File: config.mk
export PLATFORM = sky130hd
export DESIGN_NAME = hdlc_rx_front
export DESIGN_NICKNAME = d
export VERILOG_FILES = /design/src/rtl/hdlc_rx_pkg.sv /design/src/rtl/hdlc_rx_window.sv /design/src/rtl/hdlc_rx_assembler.sv /design/src/rtl/hdlc_rx_front.sv
export SDC_FILE = /design/constraint.sdc
export NUM_CORES = 1
export LEC_CHECK = 0
export ABC_AREA = 1
export BUFFER_PORTS_ARGS = -buffer_cell sky130_fd_sc_hd__buf_2
export CAP_MARGIN = 10
export CELL_PAD_IN_SITES_DETAIL_PLACEMENT = 1
export CELL_PAD_IN_SITES_GLOBAL_PLACEMENT = 1
export CORE_UTILIZATION = 30
export DETAILED_ROUTE_END_ITERATION = 16
export GPL_TIMING_DRIVEN = 0
export PLACE_DENSITY = 0.76
export RECOVER_POWER = 25
export SYNTH_ARGS = -nofsm -noshare
export SYNTH_HDL_FRONTEND = slang
export SYNTH_SLANG_ARGS = --single-unit
File: constraint.sdc
create_clock -name clk -period 1.5 [get_ports clk]
set_input_delay 0.15 -clock clk [delete_from_list [all_inputs] [get_ports clk]]
set_output_delay 0.15 -clock clk [all_outputs]
set_load 0.01 [all_outputs]
File: src/rtl/hdlc_rx_pkg.sv
package hdlc_rx_pkg;
  typedef enum logic [1:0] {
    RX_HUNT  = 2'd0,
    RX_SYNC  = 2'd1,
    RX_FRAME = 2'd2
  } rx_state_e;
endpackage

File: src/rtl/hdlc_rx_window.sv
// Raw bit window and ones-run counter: finds delimiters, aborts and
// inserted zeros on the undeleted stream.
module hdlc_rx_window #(
  parameter int W         = 8,
  parameter int ABORT_RUN = 7,
  parameter int STUFF_RUN = 5
) (
  input  logic         clk,
  input  logic         rst,
  input  logic         clr,
  input  logic         bit_en,
  input  logic         rx_bit,
  input  logic [W-1:0] flag_pat,
  output logic         flag_hit,
  output logic         abort_hit,
  output logic         stuff_zero,
  output logic         run_over,
  output logic         zero_bit
);
  localparam int CW = $clog2(ABORT_RUN + 1);

  logic [W-1:0]  win_q, win_n;
  logic [CW-1:0] ones_q;

  always_comb begin
    win_n      = {rx_bit, win_q[W-1:1]};
    flag_hit   = bit_en && (win_n == flag_pat);
    abort_hit  = bit_en && rx_bit && (ones_q >= CW'(ABORT_RUN - 1));
    stuff_zero = bit_en && !rx_bit && (ones_q == CW'(STUFF_RUN));
    run_over   = bit_en && rx_bit && (ones_q >= CW'(STUFF_RUN));
    zero_bit   = bit_en && !rx_bit;
  end

  always_ff @(posedge clk) begin
    if (rst || clr) begin
      win_q  <= '1;
      ones_q <= '0;
    end else if (bit_en) begin
      win_q <= win_n;
      if (!rx_bit)
        ones_q <= '0;
      else if (ones_q < CW'(ABORT_RUN))
        ones_q <= ones_q + 1'b1;
    end
  end
endmodule

File: src/rtl/hdlc_rx_assembler.sv
// Collects accepted data bits into LSB-first characters.
module hdlc_rx_assembler #(
  parameter int W = 8
) (
  input  logic         clk,
  input  logic         rst,
  input  logic         clr,
  input  logic         take,
  input  logic         rx_bit,
  output logic         char_done,
  output logic [W-1:0] char_val
);
  localparam int NW = (W > 1) ? $clog2(W) : 1;

  logic [W-1:0]  sh_q;
  logic [NW-1:0] cnt_q;

  always_comb begin
    char_val  = {rx_bit, sh_q[W-1:1]};
    char_done = take && (cnt_q == NW'(W - 1));
  end

  always_ff @(posedge clk) begin
    if (rst || clr) begin
      sh_q  <= '0;
      cnt_q <= '0;
    end else if (take) begin
      sh_q  <= char_val;
      cnt_q <= char_done ? '0 : cnt_q + 1'b1;
    end
  end
endmodule

File: src/rtl/hdlc_rx_front.sv
module hdlc_rx_front
  import hdlc_rx_pkg::*;
#(
  parameter int CHAR_W    = 8,
  parameter int ABORT_RUN = 7,
  parameter int STUFF_RUN = 5
) (
  input  logic              clk,
  input  logic              rst,
  input  logic              bit_en,
  input  logic              rx_bit,
  input  logic              rx_enable,
  input  logic              auto_enable,
  input  logic              dcd_n,
  input  logic              addr_search,
  input  logic [CHAR_W-1:0] flag_pattern,
  input  logic [CHAR_W-1:0] sec_addr,
  output logic              hunt,
  output logic              abort_flag,
  output logic              hunt_chg,
  output logic              abort_chg,
  output logic              frame_start,
  output logic              frame_end,
  output logic              frame_abort,
  output logic              addr_match,
  output logic              data_valid,
  output logic [CHAR_W-1:0] data_byte
);
  rx_state_e st_q, st_n;
  logic rx_on, bit_ok, asm_take, asm_clr;
  logic flag_hit, abort_hit, stuff_zero, run_over, zero_bit;
  logic char_done;
  logic [CHAR_W-1:0] char_val;
  logic abort_q, abort_n;
  logic start_n, end_n, fabort_n, match_n, dv_n;

  assign rx_on    = rx_enable && !(auto_enable && dcd_n);
  assign bit_ok   = bit_en && rx_on;
  assign asm_take = bit_ok && !stuff_zero && !run_over;

  hdlc_rx_window #(
    .W(CHAR_W), .ABORT_RUN(ABORT_RUN), .STUFF_RUN(STUFF_RUN)
  ) u_window (
    .clk(clk), .rst(rst), .clr(!rx_on), .bit_en(bit_ok), .rx_bit(rx_bit),
    .flag_pat(flag_pattern), .flag_hit(flag_hit), .abort_hit(abort_hit),
    .stuff_zero(stuff_zero), .run_over(run_over), .zero_bit(zero_bit)
  );

  hdlc_rx_assembler #(.W(CHAR_W)) u_asm (
    .clk(clk), .rst(rst), .clr(asm_clr), .take(asm_take), .rx_bit(rx_bit),
    .char_done(char_done), .char_val(char_val)
  );

  always_comb begin
    st_n     = st_q;
    abort_n  = abort_q;
    asm_clr  = 1'b0;
    start_n  = 1'b0;
    end_n    = 1'b0;
    fabort_n = 1'b0;
    match_n  = 1'b0;
    dv_n     = 1'b0;
    if (!rx_on) begin
      st_n    = RX_HUNT;
      abort_n = 1'b0;
      asm_clr = 1'b1;
    end else if (abort_hit) begin
      st_n     = RX_HUNT;
      abort_n  = 1'b1;
      asm_clr  = 1'b1;
      fabort_n = (st_q == RX_FRAME);
    end else begin
      if (zero_bit) abort_n = 1'b0;
      case (st_q)
        RX_HUNT: begin
          asm_clr = 1'b1;
          if (flag_hit) st_n = RX_SYNC;
        end
        RX_SYNC: begin
          if (flag_hit) begin
            asm_clr = 1'b1;
          end else if (char_done) begin
            start_n = 1'b1;
            dv_n    = 1'b1;
            match_n = addr_search && (char_val == sec_addr);
            st_n    = RX_FRAME;
          end
        end
        RX_FRAME: begin
          if (flag_hit) begin
            end_n   = 1'b1;
            asm_clr = 1'b1;
            st_n    = RX_SYNC;
          end else if (char_done) begin
            dv_n = 1'b1;
          end
        end
        default: st_n = RX_HUNT;
      endcase
    end
  end

  always_ff @(posedge clk) begin
    if (rst) begin
      st_q        <= RX_HUNT;
      abort_q     <= 1'b0;
      hunt_chg    <= 1'b0;
      abort_chg   <= 1'b0;
      frame_start <= 1'b0;
      frame_end   <= 1'b0;
      frame_abort <= 1'b0;
      addr_match  <= 1'b0;
      data_valid  <= 1'b0;
      data_byte   <= '0;
    end else begin
      st_q        <= st_n;
      abort_q     <= abort_n;
      hunt_chg    <= (st_n == RX_HUNT) != (st_q == RX_HUNT);
      abort_chg   <= abort_n != abort_q;
      frame_start <= start_n;
      frame_end   <= end_n;
      frame_abort <= fabort_n;
      addr_match  <= match_n;
      data_valid  <= dv_n;
      if (dv_n) data_byte <= char_val;
    end
  end

  assign hunt       = (st_q == RX_HUNT);
  assign abort_flag = abort_q;
endmodule

==> metrics.txt, run 1 <==
CP required 1690 ps; met3 Usage GRT 2.08%; starting density of the core 31.4%; Post-Synth XOR/XNOR Area 1.75%; max cap viols 0; Final setup viols 24; Placed Area 0.00231 sq mm; Yosys warnings 0; crit path time final 1690 ps; CTS max path bufs 2; Post-Synth Simple-Gate Area 27.6%; number of synthesized flops with an enable pin 0; fmax 0.591 GHz; Die Wd 83.7 um; PnR worst setup slack -193 ps; RSZ-0062 raised after global routing yes; FFs w/ async S/R, synth 0%; Iter 0 DRT Violations 100; WL/cell 15.3 um; top_reg_cell synth dfxtp_1; Clock Skew 5.06 ps; GR Overflow Total 0; fraction of layout cells with a size suffix above 1 45.1%; Routed Wire Length 6460 um; Worst Setup End Kind flip-flop; fin crit share 113%; initial antenna violation count 0; largest area contributor in the netlist dfxtp_1; Critical Path Fanout Max 3; Leak Pwr ~0.0012 uW; hold_buf cts 0; gpl congestion about 0.75; Synth top area share 38.0%; status complete, but fails checks; pin count of the biggest net entering global routing 13; Clock Power Share 37.7%; drt drc 0; Via density 4.87; most frequent cells after synthesis nand2_1 (69), dfxtp_1 (38), inv_1 (38), nor2_1 (23), a21oi_1 (17); Post-Layout Inst Area ~0.0029 sq mm; worst-margin pin slew approximately 540 ps; ANT cells 0; row cnt 29; drt pass-1 iters 4; CTS tree done; Die Y about 84 um; post-synthesis mux area share 0%; global route hottest layer met2; Sw Pwr around 560 uW; met2 Track Usage GR 31.3%; worst-skew pair later-pin latency 290 ps; port bufs 40; clk slew on worst S/H paths 80 ps; Cells after Synth approximately 270; hold slack final 98.0 ps; final core occ 45.5%; Avg Cell Area, Syn 7.34 sq um; CTS Buf Count 5; Post-Syn Area 0.00200 sq mm; Yosys reg bits 38; slew margin rel. 64.0%; FILL cells 800; Arr. time, crit path 1880 ps; Internal Power 1470 uW; Ports 41; Hold Fails Final Rpt 0; largest family of logic cells by synthesized area simple AND/OR/NAND/NOR gates; Comb power frac about an eighth; htree depth 2; Hold WC Path Type in2reg; largest cells by area after synthesis dfxtp_1 (38%), nand2_1 (13%), inv_1 (7.1%), ha_1 (5.6%), a21oi_2 (4.4%); CORE AREA 0.00639 sq mm; Syn-to-layout area delta 44.8%; Total GRT Usage between 10% and 20%; crit path launch type flip-flop; detailed-route via count 2061; Yosys cell types 33; first-pass GRT wire length 9750 um; switching share of total power 27.5%; ANT nets after route 0; maximum vdd drop 350 uV; Clock Tree Root clkbuf_8; clock sink total 38; sequential share of the synthesized area 38.0%; Compound-Gate Fraction of Synth Area 17.9%; final-stage net count 378; Post-Synth Adder-Cell Area 5.62%; Post-DP HPWL 4110 um; die area 0.00701 sq mm; Reg power frac between 50 and 60%; Pwr Density 698 mW/mm^2; final slew viol count 0; GRT met1 Usage 21.2%; syn_nets 306; Setup CP Type reg2reg; failing checks setup timing; vias in the first global route 2093; count leader, synth nand2_1
-- per-layer routing --
layer	wire (um)	part of all wire [%]
met5	0	0
met4	127	2.0
met3	111	1.7
met2	3400	53
met1	2820	44
-- power groups by stage --
stage	combinational (uW)	sequential, uW	clock (uW)
5_1_grt	266	1020	821
4_1_cts	212	1020	772
3_5_place_dp	191	1050	0
3_3_place_gp	185	1050	0
2_1_floorplan	114	1050	0
6_report	240	1020	764
-- final cells by class --
cell class	instances	area [sq um]	area share (%)
flip-flops and latches	38	778	26.8
plain buffers	3	22.5	0.776
clock inverters	2	12.5	0.431
repair buffers	64	423	14.6
inverters	44	170	5.86
well taps	77	96.3	3.32
clock buffers	6	82.6	2.84
multi-input cells	189	1320	45.4
-- through the flow --
| stage | power [uW] | std cells | TNS [ps] | setup slack (ps) |
|---|---|---|---|---|
| finish | 2030 | 423 | -2130 | -193 |
| global route | 2110 | 423 | -4250 | -296 |
| CTS | 2010 | 413 | -1170 | -124 |
| detailed placement | 1240 | 390 | -4470 | -274 |
| global placement | 1230 | 390 | -3010 | -202 |
| floorplan | 1160 | 273 | 0 | 5.99 |
-- sequential cells by signal (all words and copies together) (netlist names), 2 cells and up --
register / flops
data_byte: 8
u_asm.sh_q: 7
u_window.win_q: 7
st_q: 2
u_asm.cnt_q: 3
u_window.ones_q: 3
-- cells in the final DEF (no fill, tap or decap), types with 2 or more instances in the layout --
cell type | netlist | routed
nand4_4 | 1 | 2
inv_4 | 0 | 2
nand2_2 | 4 | 15
dfxtp_2 | 0 | 5
buf_12 | 0 | 2
nor2_1 | 23 | 14
buf_4 | 0 | 19
clkbuf_1 | 1 | 7
xnor2_1 | 2 | 2
inv_1 | 38 | 31
inv_2 | 6 | 11
nand2_1 | 69 | 58
dfxtp_4 | 0 | 3
nor2_2 | 5 | 9
nor3_2 | 0 | 2
ha_4 | 0 | 4
dfxtp_1 | 38 | 30
a21oi_1 | 17 | 15
clkbuf_8 | 0 | 6
nand3_4 | 0 | 3
a21oi_2 | 10 | 12
nand3_2 | 2 | 4
o21ai_0 | 14 | 10
o211ai_1 | 5 | 5
xor2_1 | 2 | 2
o21ai_1 | 2 | 4
ha_1 | 9 | 5
buf_2 | 1 | 34
buf_6 | 1 | 3
nor2_4 | 1 | 6
or2_2 | 3 | 3
-- cell families (layout without fill, tap and decap cells) --
family	after synthesis	after routing
compound gates	55	55
xor+xnor	4	4
fa+ha+maj	9	9
buf+inv	47	119
flops	38	38
simple gates	120	121
-- worst max-delay path: stages (launching register included) --
cell and delay, ps:
dfxtp_4 380, inv_4 40, ha_4 140, nand3b_1 160
nand2_2 120, nand3_4 110, inv_4 110, nand3_2 100
nand2_2 110, nand3_4 90, a21oi_2 160, nor2_2 60
-- final timing paths --
| check | from | slack (ps) | endpoint | depth (start not counted) |
|---|---|---|---|---|
| worst min-delay path | bit_en | 100 | u_window.win_q[7] | 2 |
| worst min register to register | data_byte[3] | 440 | data_byte[3] | 2 |
| worst max-delay path | u_window.ones_q[1] | -190 | hunt_chg | 11 |
| worst max register to register | u_window.ones_q[1] | -190 | hunt_chg | 11 |
-- what timing repair did --
item,CTS,global route
endpoints found under the setup margin,22,28
cloned,2,1
resized for setup,32,45
buffers inserted,13,9
pin swaps,15,15
Power figures use the tool's default switching activity.
==> run 2: changes to the inputs <==
--- a/config.mk
+++ b/config.mk
@@ -6,7 +6,7 @@
 export NUM_CORES = 1
 export LEC_CHECK = 0
 export ABC_AREA = 1
-export BUFFER_PORTS_ARGS = -buffer_cell sky130_fd_sc_hd__buf_2
+export BUFFER_PORTS_ARGS = -buffer_cell sky130_fd_sc_hd__buf_4
 export CAP_MARGIN = 10
 export CELL_PAD_IN_SITES_DETAIL_PLACEMENT = 1
 export CELL_PAD_IN_SITES_GLOBAL_PLACEMENT = 1
@@ -14,7 +14,7 @@
 export DETAILED_ROUTE_END_ITERATION = 16
 export GPL_TIMING_DRIVEN = 0
 export PLACE_DENSITY = 0.76
-export RECOVER_POWER = 25
+export RECOVER_POWER = 50
 export SYNTH_ARGS = -nofsm -noshare
 export SYNTH_HDL_FRONTEND = slang
 export SYNTH_SLANG_ARGS = --single-unit
==> metrics.txt, run 2 (synthesis gave the netlist of run 1 again) <==
maximum vdd drop 372 uV; slew margin rel. 60.4%; WHS Path Cells 2; worst-margin pin slew 595 ps; cells on worst reg2reg path 12; Worst Setup End Kind flip-flop; Setup CP Type reg2reg; starting density of the core roughly a third; row cnt 29; fin crit share 110%; drt drc 0; final slew viol count 0; Clock Skew 4.21 ps; ANT nets after route 0; failing checks setup timing; Post-DP HPWL roughly 4300 um; HP Start bit_en; Crit Reg-Reg Endpoint hunt_chg; CTS tree done; Final setup viols 21; commonest cells after routing, fill and taps aside nand2_1 (58), buf_4 (36), inv_1 (33); hold slack final 87.6 ps; Via density between 4 and 5; Clock Tree Root clkbuf_8; clk slew on worst S/H paths approximately 80 ps; most used cell, CP nand2_2; fmax 0.609 GHz; Iter 0 DRT Violations 48; Arr. time, crit path 1830 ps; Critical Path End hunt_chg; stages on the worst setup path 12; detailed-route via count 2057; port bufs 40; Die Wd between 80 and 90 um; Syn-to-layout area delta 46.9%; CP required 1690 ps; CORE AREA 0.00639 sq mm; pre-CTS setup slack -259 ps; biggest regs data_byte (8), u_asm.sh_q (7), u_window.win_q (7); pin count of the biggest net entering global routing 12; htree depth 2; hold_buf cts 0; Ports 41; worst-skew pair later-pin latency roughly 290 ps; first-pass GRT wire length about 10000 um; GR Overflow Total 0; commonest non-fill, non-tap cell in the layout nand2_1; Hold Fails Final Rpt 0; final-stage net count approximately 380; Critical Path Fanout Max 4; Die Y 83.7 um; initial antenna violation count 0; crit path from u_window.ones_q[1]; RSZ-0062 raised after global routing yes; ANT cells 0; Reg2Reg Launch Point u_window.ones_q[1]; Setup TNS Final -2270 ps; Pwr Density 690 mW/mm^2; clock sink total 38; Leak Pwr 0.00120 uW; Total GRT Usage 18.6%; die area between 0.007 and 0.008 sq mm; CTS max path bufs 2; Final Total Pwr 2030 uW; worst-path cell chain inv_4 -> ha_4 -> nand3b_1 -> nand2_2 -> nand3_4 -> o21bai_4 -> nand2_2 -> nand2_2 -> nand2_2 -> nand3_2 -> nand2_2 -> nor2_2; drt pass-1 iters 4; R2R Setup Slk -140 ps; final core occ a little under half; max reg flops 8; WL/cell 15.6 um; Biggest register data_byte; status complete, but fails checks; Hold WC Path Type in2reg; PnR worst setup slack -143 ps; max cap viols 0; vias in the first global route 2123; Worst path max stage delay 380 ps; WP buf/inv 1; CP delay by family, top simple AND/OR/NAND/NOR gates; fraction of layout cells with a size suffix above 1 40.5%; crit path max-delay cell type dfxtp_4; crit path time final 1640 ps; gpl congestion 0.763; Routed Wire Length 6550 um; crit path launch type flip-flop; CTS Buf Count 5
## run 2: changes by cell type in the layout (fill, tap and decap cells not counted), moves of 3 or more
cell and change:
buf_6 +6, buf_4 +17, clkbuf_1 +10, buf_2 -34, nand3_2 -3
## run 2: cell type report
type / count / area [sq um]
fillers: 783 / 3440
multi-input cells: 189 / 1310
flip-flops and latches: 38 / 777
repair buffers: 61 / 477
inverters: 44 / 170
well taps: 77 / 96.3
clock buffers: 7 / 86.3
plain buffers: 3 / 22.5
clock inverters: 1 / 5.00
## run 2: layer usage
layer / vias to the layer above / track usage, % / part of all wire, %
met5: - / 0 / 0
met3: 12 / 2.67 / 2.1
met2: 29 / 34.4 / 53
met1: 1008 / 21.6 / 44
met4: 0 / 6.78 / 1.8
li1: 1008 / - / -
## run 2: worst min path at each step
| stage | to |
|---|---|
| floorplan | abort_chg |
| global placement | u_window.win_q[2] |
| detailed placement | u_window.win_q[2] |
| CTS | st_q[0] |
| global route | u_window.win_q[2] |
| finish | u_window.win_q[2] |
## run 2: report_power, final
part | switching [uW] | internal (uW)
sequential | 8.28 | 1010
clock | 377 | 372
combinational | 157 | 105
total | 542 | 1490
## run 2: worst register-to-register path: cells and delay by family (launching register included)
family	cells	cell delay (ps)
compound gates	1	210
fa+ha+maj	1	140
simple gates	9	790
buf+inv	1	40
flops	1	380
## run 2: through the flow
| step | cells | instance area [sq um] |
|---|---|---|
| 2_1_floorplan | 273 | 2010 |
| 3_3_place_gp | 390 | 2410 |
| 3_5_place_dp | 390 | 2410 |
| 4_1_cts | 418 | 2870 |
| 5_1_grt | 420 | 2940 |
| 6_report | 420 | 2940 |
## run 2: timing repair
| item | CTS | global route |
|---|---|---|
| gates resized for setup | 48 | 34 |
| setup buffers | 17 | 2 |
| gates cloned | 3 | 0 |
| endpoints found under the hold margin | 0 | 0 |
| setup endpoints to repair | 22 | 26 |
| pin swaps | 18 | 9 |
